## config.mk

```make
export PLATFORM = sky130hd
export DESIGN_NAME = cfg_access_ctrl
export DESIGN_NICKNAME = d
export VERILOG_FILES = /design/src/rtl/cfg_access_pkg.sv /design/src/rtl/word_bank.sv /design/src/rtl/preload_bank.sv /design/src/rtl/cfg_access_ctrl.sv
export SDC_FILE = /design/constraint.sdc
export NUM_CORES = 1
export LEC_CHECK = 0
export CAP_MARGIN = 10
export CORE_MARGIN = 3
export CORE_UTILIZATION = 55
export CTS_CLUSTER_DIAMETER = 40
export DETAILED_ROUTE_END_ITERATION = 7
export DONT_BUFFER_PORTS = 1
export PLACE_DENSITY = 0.8
export SETUP_SLACK_MARGIN = 0.2
export SLEW_MARGIN = 10
export SYNTH_ARGS = -nofsm -noshare
export SYNTH_HDL_FRONTEND = slang
export SYNTH_SLANG_ARGS = --single-unit
export TNS_END_PERCENT = 5
```

## constraint.sdc

```tcl
create_clock -name clk -period 3 [get_ports clk]
set_clock_uncertainty 0.1 [all_clocks]
set_input_delay 0.3 -clock clk [delete_from_list [all_inputs] [get_ports clk]]
set_output_delay 0.3 -clock clk [all_outputs]
set_load 0.01 [all_outputs]
```

## src/rtl/cfg_access_pkg.sv

```systemverilog
package cfg_access_pkg;
   typedef enum logic [2:0] {
      OP_NOP     = 3'd0,
      OP_PROG    = 3'd1,
      OP_VERIFY  = 3'd2,
      OP_PRELOAD = 3'd3,
      OP_SIG_WR  = 3'd4,
      OP_SIG_RD  = 3'd5,
      OP_SECURE  = 3'd6,
      OP_ERASE   = 3'd7
   } acc_op_e;
endpackage

```

## src/rtl/word_bank.sv

```systemverilog
module word_bank #(
   parameter int DEPTH = 16,
   parameter int WIDTH = 8,
   localparam int AW = $clog2(DEPTH)
) (
   input  logic             clk,
   input  logic             rst_n,
   input  logic             clr,
   input  logic             wr_en,
   input  logic [AW-1:0]    addr,
   input  logic [WIDTH-1:0] wdata,
   output logic [WIDTH-1:0] rdata
);
   generate
      if (DEPTH < 2 || DEPTH != (1 << AW)) begin : g_bad_depth
         $error("word_bank: DEPTH must be a power of two of at least 2");
      end
      if (WIDTH < 1) begin : g_bad_width
         $error("word_bank: WIDTH must be positive");
      end
   endgenerate

   logic [WIDTH-1:0] mem [DEPTH];

   always_ff @(posedge clk or negedge rst_n) begin
      if (!rst_n) begin
         for (int i = 0; i < DEPTH; i++) mem[i] <= '0;
      end else if (clr) begin
         for (int i = 0; i < DEPTH; i++) mem[i] <= '0;
      end else if (wr_en) begin
         mem[addr] <= wdata;
      end
   end

   assign rdata = mem[addr];


   bank_write_lands_chk: assert property (@(posedge clk) disable iff (!rst_n)
      (wr_en && !clr) |=> (mem[$past(addr)] == $past(wdata)));


   bank_clear_chk: assert property (@(posedge clk) disable iff (!rst_n)
      clr |=> (rdata == '0));
endmodule

```

## src/rtl/preload_bank.sv

```systemverilog
module preload_bank #(
   parameter int NREG = 8,
   localparam int IW = $clog2(NREG)
) (
   input  logic            clk,
   input  logic            rst_n,
   input  logic            ld_en,
   input  logic [IW-1:0]   ld_idx,
   input  logic            ld_val,
   output logic [NREG-1:0] q
);
   generate
      if (NREG < 2) begin : g_bad_nreg
         $error("preload_bank: NREG must be at least 2");
      end
      for (genvar g = 0; g < NREG; g++) begin : g_bit
         always_ff @(posedge clk or negedge rst_n) begin
            if (!rst_n) q[g] <= 1'b0;
            else if (ld_en && (ld_idx == IW'(g))) q[g] <= ld_val;
         end
      end
   endgenerate


   one_bit_moves_chk: assert property (@(posedge clk) disable iff (!rst_n)
      ($countones(q ^ $past(q)) <= 1));


   idle_holds_chk: assert property (@(posedge clk) disable iff (!rst_n)
      !ld_en |=> $stable(q));
endmodule

```

## src/rtl/cfg_access_ctrl.sv

```systemverilog
module cfg_access_ctrl
   import cfg_access_pkg::*;
#(
   parameter int CFG_DEPTH = 16,
   parameter int DATA_W    = 8,
   parameter int NREG      = 8,
   parameter int SIG_BYTES = 8,
   localparam int CFG_AW   = $clog2(CFG_DEPTH),
   localparam int SIG_AW   = $clog2(SIG_BYTES),
   localparam int PL_AW    = $clog2(NREG),
   localparam int AW_A     = (CFG_AW > SIG_AW) ? CFG_AW : SIG_AW,
   localparam int ADDR_W   = (AW_A > PL_AW) ? AW_A : PL_AW
) (
   input  logic              clk,
   input  logic              rst_n,
   input  logic              cmd_valid,
   input  logic [2:0]        cmd_op,
   input  logic [ADDR_W-1:0] cmd_addr,
   input  logic [DATA_W-1:0] cmd_wdata,
   output logic              rsp_done,
   output logic              rsp_err,
   output logic [DATA_W-1:0] rsp_data,
   output logic [NREG-1:0]   reg_q
);
   generate
      if (DATA_W < 8) begin : g_bad_data
         $error("cfg_access_ctrl: DATA_W must hold a signature byte");
      end
   endgenerate

   acc_op_e           op;
   logic              secured_q;
   logic              pl_in_range;
   logic              gated;
   logic              cfg_we, sig_we, pl_en, erase;
   logic [DATA_W-1:0] cfg_rdata;
   logic [7:0]        sig_rdata;
   logic              nxt_err;
   logic [DATA_W-1:0] nxt_data;

   assign op          = acc_op_e'(cmd_op);
   assign pl_in_range = ({1'b0, cmd_addr} < (ADDR_W + 1)'(NREG));
   assign gated       = secured_q &&
                        (op == OP_PROG || op == OP_VERIFY || op == OP_PRELOAD);
   assign erase       = cmd_valid && (op == OP_ERASE);
   assign cfg_we      = cmd_valid && (op == OP_PROG) && !secured_q;
   assign sig_we      = cmd_valid && (op == OP_SIG_WR);
   assign pl_en       = cmd_valid && (op == OP_PRELOAD) && !secured_q && pl_in_range;

   word_bank #(.DEPTH(CFG_DEPTH), .WIDTH(DATA_W)) u_cfg (
      .clk(clk), .rst_n(rst_n), .clr(erase), .wr_en(cfg_we),
      .addr(cmd_addr[CFG_AW-1:0]), .wdata(cmd_wdata), .rdata(cfg_rdata));

   word_bank #(.DEPTH(SIG_BYTES), .WIDTH(8)) u_sig (
      .clk(clk), .rst_n(rst_n), .clr(erase), .wr_en(sig_we),
      .addr(cmd_addr[SIG_AW-1:0]), .wdata(cmd_wdata[7:0]), .rdata(sig_rdata));

   preload_bank #(.NREG(NREG)) u_pl (
      .clk(clk), .rst_n(rst_n), .ld_en(pl_en),
      .ld_idx(cmd_addr[PL_AW-1:0]), .ld_val(cmd_wdata[0]), .q(reg_q));

   always_comb begin
      nxt_err  = gated || ((op == OP_PRELOAD) && !pl_in_range);
      nxt_data = '0;
      if (!nxt_err) begin
         if (op == OP_VERIFY)      nxt_data = cfg_rdata;
         else if (op == OP_SIG_RD) nxt_data = DATA_W'(sig_rdata);
      end
   end

   always_ff @(posedge clk or negedge rst_n) begin
      if (!rst_n) begin
         secured_q <= 1'b0;
         rsp_done  <= 1'b0;
         rsp_err   <= 1'b0;
         rsp_data  <= '0;
      end else begin
         if (erase) secured_q <= 1'b0;
         else if (cmd_valid && op == OP_SECURE) secured_q <= 1'b1;
         rsp_done <= cmd_valid;
         rsp_err  <= cmd_valid && nxt_err;
         rsp_data <= cmd_valid ? nxt_data : '0;
      end
   end


   done_follows_cmd_chk: assert property (@(posedge clk) disable iff (!rst_n)
      cmd_valid |=> rsp_done);

   no_spurious_done_chk: assert property (@(posedge clk) disable iff (!rst_n)
      !cmd_valid |=> !rsp_done);

   secure_sticky_chk: assert property (@(posedge clk) disable iff (!rst_n)
      (secured_q && !erase) |=> secured_q);

   verify_refused_chk: assert property (@(posedge clk) disable iff (!rst_n)
      (cmd_valid && op == OP_VERIFY && secured_q) |=> (rsp_err && rsp_data == '0));

   preload_refused_chk: assert property (@(posedge clk) disable iff (!rst_n)
      (cmd_valid && op == OP_PRELOAD && secured_q) |=> (rsp_err && $stable(reg_q)));

   sig_always_open_chk: assert property (@(posedge clk) disable iff (!rst_n)
      (cmd_valid && (op == OP_SIG_RD || op == OP_SIG_WR)) |=> !rsp_err);

   err_data_zero_chk: assert property (@(posedge clk) disable iff (!rst_n)
      rsp_err |-> (rsp_data == '0));
endmodule

```

==> results of run 1 <==
==> stage by stage <==
stage | power (mW) | setup WS [ns] | util | instances | hold WS (ns)
after global routing | 6.897 | 0.5306 | 0.6379 | 1255 | -0.6525
after floorplan | 3.348 | 1.034 | - | 1022 | -0.09559
final | 6.713 | 0.6347 | 0.6380 | 1256 | -0.6499
after CTS | 6.711 | 0.7252 | 0.6378 | 1254 | -0.6560
after global placement | 3.335 | 0.7837 | 0.5722 | 1179 | -0.09057
after detailed placement | 3.349 | 0.7486 | 0.5722 | 1179 | -0.09135
==> kinds of logic after synthesis <==
kind of cell    after synthesis  share of synthesized area
flops                       211                     0.5128
mux                         114                     0.1472
simple gates                402                     0.1823
compound gates              197                     0.1169
buf+inv                      98                    0.04083
==> metal layers <==
metal	track usage	vias up	wire length, um
met2	0.4167	425	12600
li1	-	3555	-
met1	0.3822	3933	10830
met5	0	-	27
met3	0.04889	90	2599
met4	0.1126	4	1085
==> flip-flops by register name, summed over array words and instances, names as in the netlist <==
register	flops
u_cfg.mem	128
rsp_done	1
u_sig.mem	64
rsp_data	8
rsp_err	1
u_pl.q	8
secured_q	1
==> report_power, final <==
| group | leakage (nW) | internal [mW] | switching [mW] |
|---|---|---|---|
| clock network | 0.466 | 1.98 | 1.33 |
| registers | 2.92 | 2.95 | 0.0665 |
| logic | 1.93 | 0.162 | 0.213 |
==> path summary, 6_finish.rpt <==
path,endpoint,startpoint,slack [ns],cells past startpoint
setup / recovery,u_cfg.mem[54],secured_q,0.63,4
hold / removal,rsp_data[4],rst_n,-0.65,0
setup reg to reg,u_cfg.mem[54],secured_q,0.63,4
hold reg to reg,u_cfg.mem[44],u_cfg.mem[44],0.40,1
max in group asynchronous,u_sig.mem[22],rst_n,2.99,0
min in group clk,rsp_data[3],cmd_addr[3],0.02,3
==> final cells by class <==
type	count	area, um2	area share
Tap cell	229	286.5	0.02475
Inverter	3	11.26	0.0009726
Sequential cell	211	5280	0.4560
Timing Repair Buffer	46	460.4	0.03977
Clock buffer	36	792.0	0.06840
Clock inverter	16	147.6	0.01275
Antenna cell	2	5.005	0.0004322
Multi-Input combinational cell	713	4596	0.3969
==> cells in the mapped netlist (2+ instances only) <==
master and instances:
a211oi_1 4, a21oi_1 2, a22oi_1 12, a31o_1 4
a31o_2 22, buf_1 3, buf_2 27, buf_6 2
clkbuf_1 62, dfrtp_1 211, inv_1 2, mux2_1 3
mux2_2 16, mux2i_1 67, mux4_2 28, nand2_1 216
nand2b_1 9, nand3_1 55, nand3b_1 3, nand4_1 3
nand4bb_1 2, nor2_1 76, nor2b_1 3, nor3_1 5
nor3b_1 3, nor4_2 5, nor4_4 6, o21ai_0 124
o21ai_1 2, o221a_2 3, o221ai_1 8, o22ai_1 10
or3_1 6, or3b_1 2, or3b_2 2
==> reports/results.ini, run 1 <==
[setup_path]
path_delay_family=simple AND/OR/NAND/NOR gates
cp_cell_sequence=nor4bb_1 -> nand3_1 -> mux2i_1 -> nor2_1
crit_buf_inv=0
cp.arrival_ns=2.66
cp_max_fo=12
critPathMaxStageDelay_ns=0.63
criticalPathCategory=flop to flop
cp_data_required_time_ns=3.30
critPathCaptureType=flop
cpMaxStageDelayCell=nor4bb_1
start_kind=flop

[detailed_routing]
dr.pass1.iters=6
via_per_inst=6.375
wire_per_inst_um=21.61
drcViolationCount=0
drtIter0Drc=1016
wl_um=27150
vias=8007
antenna_left=0

[placement]
port_buffers=0
dpl-instance-area_um2=10380
place_hpwl_um=15570
gp_congestion=0.8543

[clocking]
post_cts_buffers=0
cts_buffer_depth=3
htreeDepth=1
ctsResizeCount=0
cts_made_buffers=29
cts-root-buf=clkbuf_16
path_clk_slew_ns=0.06
ctsHoldBuffers=23
insertion_delay_ns=0.55
cts_tree=built
clock_sinks=211

[floorplan]
initial_core_util=0.5674
die_area_um2=20400
core.rowCount=49
core_area_um2=18150
die_w_um=142.8
pin_count=36
die_h_um=142.8

[status]
violations=hold timing
outcome=complete, but fails checks

[synthesis]
netlist_area_um2=10300
ys_types=49
synth_top_area_share=0.5128
synth_flop_cell=dfrtp_1
synth_edf_count=0
syn-instance-count=1022
seq_area_frac_synth=0.5128
syn-num-nets=1040
synth.avg_cell_area_um2=10.07
synth_area_leader_cell=dfrtp_1
synthTopCellsByArea=dfrtp_1 51%, nand2_1 7.9%, mux2i_1 6.5%
synth_async_sr_flop_share=1.000
ys_warn_count=0
ys_ff_latch=211

[timing]
min_period_ns=2.365
setup_viol=0
rsz0062_at_grt=false
drv_slew=0
fin_tns_setup_ns=0
relSlewSlack=0.1757
holdWs_ns=-0.6499
final_hold_viol_count=211
fin_crit_sh=0.7884
tightestPinTransition_ns=1.232
fmax_mhz=422.8

[finish]
mostFrequentLayoutCell=nand2_1
n_fill_cell=1332
drive_gt1_frac=0.1541
mostFrequentLayoutCells=216 x nand2_1, 211 x dfrtp_1, 124 x o21ai_0
num-nets-final=1022
fin_area_um2=11580
area_delta_synth_final_pct=12.46

[pwr]
power.density_nw_per_um2=579.8
p_leak_nw=5.319
ir_drop_mv=0.3668

[global_route]
grt_pass1_vias=7720
gr-total-overflow=0
grt_pass1_wl_um=43480
grt_max_degree=212
antenna_found_initial=2
track_usage=0.2705

[job]
cap_viol_max_count=0

[min_path]
min_path_type=primary input to asynchronous set/reset pin

No activity file was read; power rests on OpenSTA's default activity.
==> inputs of run 2 (changes only) <==
--- a/config.mk
+++ b/config.mk
@@ -5,6 +5,7 @@
 export SDC_FILE = /design/constraint.sdc
 export NUM_CORES = 1
 export LEC_CHECK = 0
+export ABC_AREA = 1
 export CAP_MARGIN = 10
 export CORE_MARGIN = 3
 export CORE_UTILIZATION = 55
==> constraint.sdc (replaced) <==
create_clock -name clk -period 2.2 [get_ports clk]
set_clock_uncertainty 0.1 [all_clocks]
set_input_delay 0.22 -clock clk [delete_from_list [all_inputs] [get_ports clk]]
set_output_delay 0.22 -clock clk [all_outputs]
set_load 0.01 [all_outputs]
==> run 2 against run 1 <==
  * The flow still finishes with violations (hold timing)
  * Wire length increased by 6.7%
  * First-iteration DRC count increased by 12%
  * Final cell count increased by 21%
  * Sequential power increased by 49%
  * Clock-buffer cell count decreased by 2
  * Critical path depth increased by 4
  * Critical endpoint is now u_cfg.mem[110]
  * Largest power group is now registers
==> reports/results.ini, run 2 <==
[timing]
tightestPinTransition_ns=0.8349  ; -0.3975 ns
setup_viol=0  ; unchanged
min_period_ns=2.027
final.setup.worst_slack_ns=0.1732  ; -0.4615 ns
drv_slew=0  ; unchanged
relSlewSlack=0.4417  ; +0.2659
fin_tns_setup_ns=0  ; unchanged
fin_crit_sh=0.9213
fmax_mhz=493.4
holdWs_ns=-0.7210  ; -0.07111 ns
final_hold_viol_count=211  ; unchanged
rsz0062_at_grt=true

[floorplan]
initial_core_util=0.5664  ; -0.0009232
die_area_um2=19640  ; -3.7%
die_h_um=140.2  ; -1.9%
pin_count=36  ; unchanged
core.rowCount=48  ; -2.0%
core_area_um2=17480  ; -3.7%
die_w_um=140.2  ; -1.9%

[detailed_routing]
dr.pass1.iters=6  ; unchanged
wl_um=28970  ; +6.7%
antenna_left=0  ; unchanged
via_per_inst=5.991  ; -6.0%
drtIter0Drc=1134  ; +12%
drcViolationCount=0  ; unchanged
wire_per_inst_um=19.07  ; -12%
vias=9101  ; +14%

[global_route]
grt_max_degree=212  ; unchanged
grt_pass1_vias=8487  ; +9.9%
grt_pass1_wl_um=45710  ; +5.1%
antenna_found_initial=1  ; -1
track_usage=0.2888  ; +0.01825
gr-total-overflow=0  ; unchanged

[job]
cap_viol_max_count=0  ; unchanged

[setup_path]
start_kind=primary input
startpoint=cmd_valid
critPathMaxStageDelay_ns=0.69  ; +0.06 ns
reg2reg_from=secured_q
cp_cell_sequence=dlygate4sd3_1 -> nand2_1 -> nor2_1 -> nand2_2 -> inv_2 -> a31oi_2 -> nand2_1 -> o21ai_1
reg2reg_slack_ns=0.29  ; -0.34 ns
path_delay_family=compound AO/OA/AOI/OAI gates
crit_buf_inv=2  ; +2
crit_path_frequent_cell=nand2_1
ff2ff_path_depth=5  ; +1
worstReg2RegEnd=u_cfg.mem[110]
critPathCaptureType=flop
cp_max_fo=16  ; +4
cp.arrival_ns=2.37  ; -0.29 ns
criticalPathCategory=primary input to flop
cp_data_required_time_ns=2.54  ; -0.76 ns
cpMaxStageDelayCell=a31oi_2

[clocking]
cts_buffer_depth=3  ; unchanged
cts_tree=built
htreeDepth=1  ; unchanged
cts_made_buffers=29  ; unchanged
path_clk_slew_ns=0.06  ; about the same
post_cts_buffers=0  ; unchanged
ctsHoldBuffers=18  ; -22%
cts-root-buf=clkbuf_16
insertion_delay_ns=0.54  ; about the same
clock_sinks=211  ; unchanged

[pwr]
p_int_mw=7.355  ; +44%
p_leak_nw=5.573  ; +4.8%
p_comb_frac=0.112  ; +0.056
p_sw_mw=2.721  ; +69%
p_seq_frac=0.445  ; -0.005
p_sw_frac=0.2700  ; +0.02975
power_mw=10.08  ; +50%
power.density_nw_per_um2=894.6  ; +54%
ir_drop_mv=0.7980  ; +120%
pwr-share-clk=0.443  ; -0.051

[synthesis]
synth_flop_cell=dfrtp_1
synth_area_leader_cell=dfrtp_1
syn-instance-count=1252  ; +23%
ys_types=29  ; -41%
ys_ff_latch=211  ; unchanged
seq_area_frac_synth=0.5334  ; +0.02055
netlist_area_um2=9899  ; -3.9%
ys_warn_count=0  ; unchanged
synthTopCellsByArea=dfrtp_1 53%, nand2_1 13%, nor2_1 7.8%
synth.avg_cell_area_um2=7.907  ; -22%
yosysMostFrequentCell=nand2_1
synth_async_sr_flop_share=1.000  ; unchanged
synth_commonest_cells=330 x nand2_1, 211 x dfrtp_1, 207 x nor2_1, 95 x inv_1, 88 x nand3_1
synth_top_area_share=0.5334  ; +0.02055
syn-num-nets=1270  ; +22%
synth_edf_count=0  ; unchanged

[finish]
mostFrequentLayoutCell=nand2_1
postLayoutCoreUtil=0.6445  ; +0.006442
area_delta_synth_final_pct=13.78
fin_area_um2=11260  ; -2.7%
top_regs=u_cfg.mem: 128 flops, u_sig.mem: 64 flops
mostFrequentLayoutCells=329 x nand2_1, 211 x dfrtp_1, 207 x nor2_1
regMostFlops=u_cfg.mem
num-nets-final=1291  ; +26%
diodes=0  ; -2
largest_register_ffs=128  ; unchanged
drive_gt1_frac=0.09119  ; -0.06296
n_fill_cell=1408  ; +5.7%

[min_path]
min_path_type=primary input to asynchronous set/reset pin

[placement]
dpl-instance-area_um2=10140  ; -2.3%
pre_cts_ws_ns=0.3162  ; -0.4325 ns
place_hpwl_um=18730  ; +20%
gp_congestion=0.9405  ; +10%
port_buffers=0  ; unchanged

[status]
violations=hold timing
outcome=complete, but fails checks

-- run 2: per-layer routing --
metal | GRT usage | wire length (um) | vias up | share of wire
met5 | 0 | 0 | - | 0
met4 | 0.1025 | 1239 | 0 | 0.043
met3 | 0.07511 | 3077 | 112 | 0.11
met2 | 0.4526 | 13250 | 564 | 0.46
met1 | 0.3923 | 11400 | 4324 | 0.39
li1 | - | - | 4101 | -
-- run 2: power by group through the flow --
stage / registers, mW / clock network [mW] / logic [mW]
2_1_floorplan: 4.48 / 0 / 0.800
3_3_place_gp: 4.53 / 0 / 1.01
6_report: 4.49 / 4.46 / 1.13
5_1_grt: 4.52 / 4.66 / 1.26
3_5_place_dp: 4.54 / 0 / 1.05
4_1_cts: 4.48 / 4.48 / 1.10
-- run 2: cells by family (layout without fill, tap and decap cells) --
logic type,after synthesis,count (layout),synth area share
compound gates,227,227,0.1284
buf+inv,165,207,0.06926
simple gates,649,649,0.2690
flops,211,211,0.5334
-- run 2: worst max path at each step --
stage	slack, ns	cells past startpoint	endpoint
3_3_place_gp	0.37	7	u_cfg.mem[3]
6_report	0.17	8	u_cfg.mem[110]
2_1_floorplan	0.58	8	u_cfg.mem[0]
5_1_grt	0.12	8	u_cfg.mem[107]
3_5_place_dp	0.32	7	u_cfg.mem[13]
4_1_cts	0.25	8	u_cfg.mem[110]
-- run 2: final cells by class --
cell class / instances / area, um2 / share of cell area
clock inverters: 18 / 148.9 / 0.01322
clock buffers: 34 / 784.5 / 0.06965
repair buffers: 49 / 425.4 / 0.03777
inverters: 106 / 397.9 / 0.03533
well taps: 225 / 281.5 / 0.02499
multi-input cells: 876 / 3945 / 0.3503
flip-flops and latches: 211 / 5280 / 0.4688
-- run 2: metrics by stage --
stage,hold slack (ns),instances
3_5_place_dp,-0.1644,1449
5_1_grt,-0.7275,1519
6_report,-0.7210,1519
4_1_cts,-0.7228,1519
2_1_floorplan,-0.1756,1252
3_3_place_gp,-0.1641,1449
-- run 2: timing repair --
item	in CTS	in global routing
endpoints found under the hold margin	296	211
resized for setup	0	1
setup endpoints to repair	0	29
==> inputs of run 3 (changes only) <==
--- a/config.mk
+++ b/config.mk
@@ -6,9 +6,9 @@
 export NUM_CORES = 1
 export LEC_CHECK = 0
 export ABC_AREA = 1
-export CAP_MARGIN = 10
 export CORE_MARGIN = 3
 export CORE_UTILIZATION = 55
+export CTS_BUF_LIST = sky130_fd_sc_hd__clkbuf_16
 export CTS_CLUSTER_DIAMETER = 40
 export DETAILED_ROUTE_END_ITERATION = 7
 export DONT_BUFFER_PORTS = 1
==> run 3 against run 2 <==
  * The run still ends with hold timing left
  * Sequential share of layout area is 0.17 points higher
  * Wire length is 0.53% lower
  * Final cell count stayed put
  * Highest routed layer unchanged
==> reports/results.ini, run 3 (synthesis gave the netlist of run 2 again) <==
[status]
outcome=complete, but fails checks
violations=hold timing

[pwr]
pwr-share-clk=0.433  ; -0.010
p_sw_frac=0.2722  ; +0.002137
p_sw_mw=2.696  ; -0.90%
ir_drop_mv=0.7925  ; -0.69%
power_mw=9.907  ; -1.7%
p_leak_nw=5.555  ; -0.33%
p_seq_frac=0.453  ; +0.008
power.density_nw_per_um2=882.7  ; -1.3%
p_comb_frac=0.114  ; +0.002
p_int_mw=7.211  ; -2.0%

[clocking]
post_cts_buffers=0  ; unchanged
cts-root-buf=clkbuf_16
cts_made_buffers=29  ; unchanged
path_clk_slew_ns=0.06  ; about the same
cts_tree=built
ctsHoldBuffers=18  ; unchanged
insertion_delay_ns=0.53  ; about the same
cts_buffer_depth=3  ; unchanged
htreeDepth=1  ; unchanged
clock_sinks=211  ; unchanged

[floorplan]
die_area_um2=19640  ; unchanged
pin_count=36  ; unchanged
core_area_um2=17480  ; unchanged
die_w_um=140.2  ; unchanged
core.rowCount=48  ; unchanged
initial_core_util=0.5664  ; unchanged
die_h_um=140.2  ; unchanged

[finish]
drive_gt1_frac=0.08810  ; -0.003091
regMostFlops=u_cfg.mem
final-seq-area_um2=5280  ; unchanged
num-nets-final=1291  ; unchanged
area_delta_synth_final_pct=13.37
diodes=0  ; unchanged
top_regs=u_cfg.mem: 128 flops, u_sig.mem: 64 flops
largest_register_ffs=128  ; unchanged
n_fill_cell=1416  ; +0.57%
mostFrequentLayoutCell=nand2_1
multi_input_area_um2=3945  ; unchanged
mostFrequentLayoutCells=329 x nand2_1, 211 x dfrtp_1, 207 x nor2_1

[setup_path]
reg2reg_from=secured_q
worstReg2RegEnd=u_cfg.mem[121]
reg2reg_slack_ns=0.29  ; about the same
cp_data_required_time_ns=2.50  ; -0.04 ns
ff2ff_path_depth=5  ; unchanged
criticalPathCategory=primary input to flop
cp_max_fo=14  ; -2
start_kind=primary input
critPathCaptureType=flop
cp.arrival_ns=2.33  ; -0.04 ns

[timing]
fin_tns_setup_ns=0  ; unchanged
holdWs_ns=-0.7091  ; +0.01190 ns
final_hold_viol_count=211  ; unchanged
tightestPinTransition_ns=0.8441  ; +0.009255 ns
setup_viol=0  ; unchanged
relSlewSlack=0.4352  ; -0.006483
fin_crit_sh=0.9259  ; +0.004641
rsz0062_at_grt=true
min_period_ns=2.037  ; +0.01021 ns
drv_slew=0  ; unchanged
fmax_mhz=490.9  ; -0.50%

[job]
cap_viol_max_count=0  ; unchanged

[global_route]
track_usage=0.2899  ; +0.001077
antenna_found_initial=1  ; unchanged
gr-total-overflow=0  ; unchanged
grt_pass1_wl_um=45840  ; +0.29%
grt_pass1_vias=8502  ; +0.18%
grt_max_degree=212  ; unchanged

[min_path]
min_path_type=primary input to asynchronous set/reset pin

[detailed_routing]
drcViolationCount=0  ; unchanged
wl_um=28820  ; -0.53%
via_per_inst=5.960  ; -0.53%
vias=9053  ; -0.53%
antenna_left=0  ; unchanged
drtIter0Drc=1285  ; +13%
dr.pass1.iters=6  ; unchanged
wire_per_inst_um=18.97  ; -0.53%

[placement]
port_buffers=0  ; unchanged
place_hpwl_um=18730  ; unchanged
gp_congestion=0.9405  ; unchanged

==> run 3: final cells by class <==
cell class | count | share of cell area
well taps | 225 | 0.02508
flip-flops and latches | 211 | 0.4705
inverters | 106 | 0.03545
clock buffers | 29 | 0.06466
multi-input cells | 876 | 0.3515
clock inverters | 23 | 0.01494
repair buffers | 49 | 0.03790
==> run 3: worst max-delay path by stage <==
stage,start,slack [ns],endpoint
6_report,cmd_addr[2],0.16,u_cfg.mem[36]
2_1_floorplan,secured_q,0.58,u_cfg.mem[0]
4_1_cts,cmd_valid,0.25,u_cfg.mem[110]
3_3_place_gp,secured_q,0.37,u_cfg.mem[3]
3_5_place_dp,secured_q,0.32,u_cfg.mem[13]
5_1_grt,cmd_valid,0.11,u_cfg.mem[121]
==> run 3: power by group through the flow <==
stage	clock, mW	combinational [mW]	sequential [mW]
detailed placement	0	1.05	4.54
global placement	0	1.01	4.53
finish	4.29	1.13	4.49
global route	4.51	1.26	4.52
floorplan	0	0.800	4.48
CTS	4.33	1.10	4.48
==> run 3: worst max-delay path, cell delays in order <==
cell and delay, ns:
dlygate4sd3_1 0.69, nor2_1 0.71, nand3_2 0.39, nand2_1 0.22, o22ai_1 0.08
==> run 3: per-stage QoR <==
stage               utilization  instance area, um2  hold WS, ns  cells  setup WS, ns
floorplan                     -                9899      -0.1756   1252        0.5799
finish                   0.6422               11220      -0.7091   1519        0.1630
CTS                      0.6417               11210      -0.7228   1519        0.2486
global placement         0.5803               10140      -0.1641   1449        0.3734
detailed placement       0.5803               10140      -0.1644   1449        0.3162
global route             0.6422               11220      -0.7281   1519        0.1090
==> run 3: routing by layer <==
metal,part of all wire,GRT usage,up-vias
met4,0.046,0.1107,0
met2,0.45,0.4506,527
li1,-,-,4103
met3,0.11,0.06828,108
met5,0,0,-
met1,0.40,0.3984,4315
==> run 3: timing repair <==
action | in CTS | in global routing
endpoints found under the hold margin | 294 | 211
resized for setup | 0 | 1
setup endpoints to repair | 0 | 32
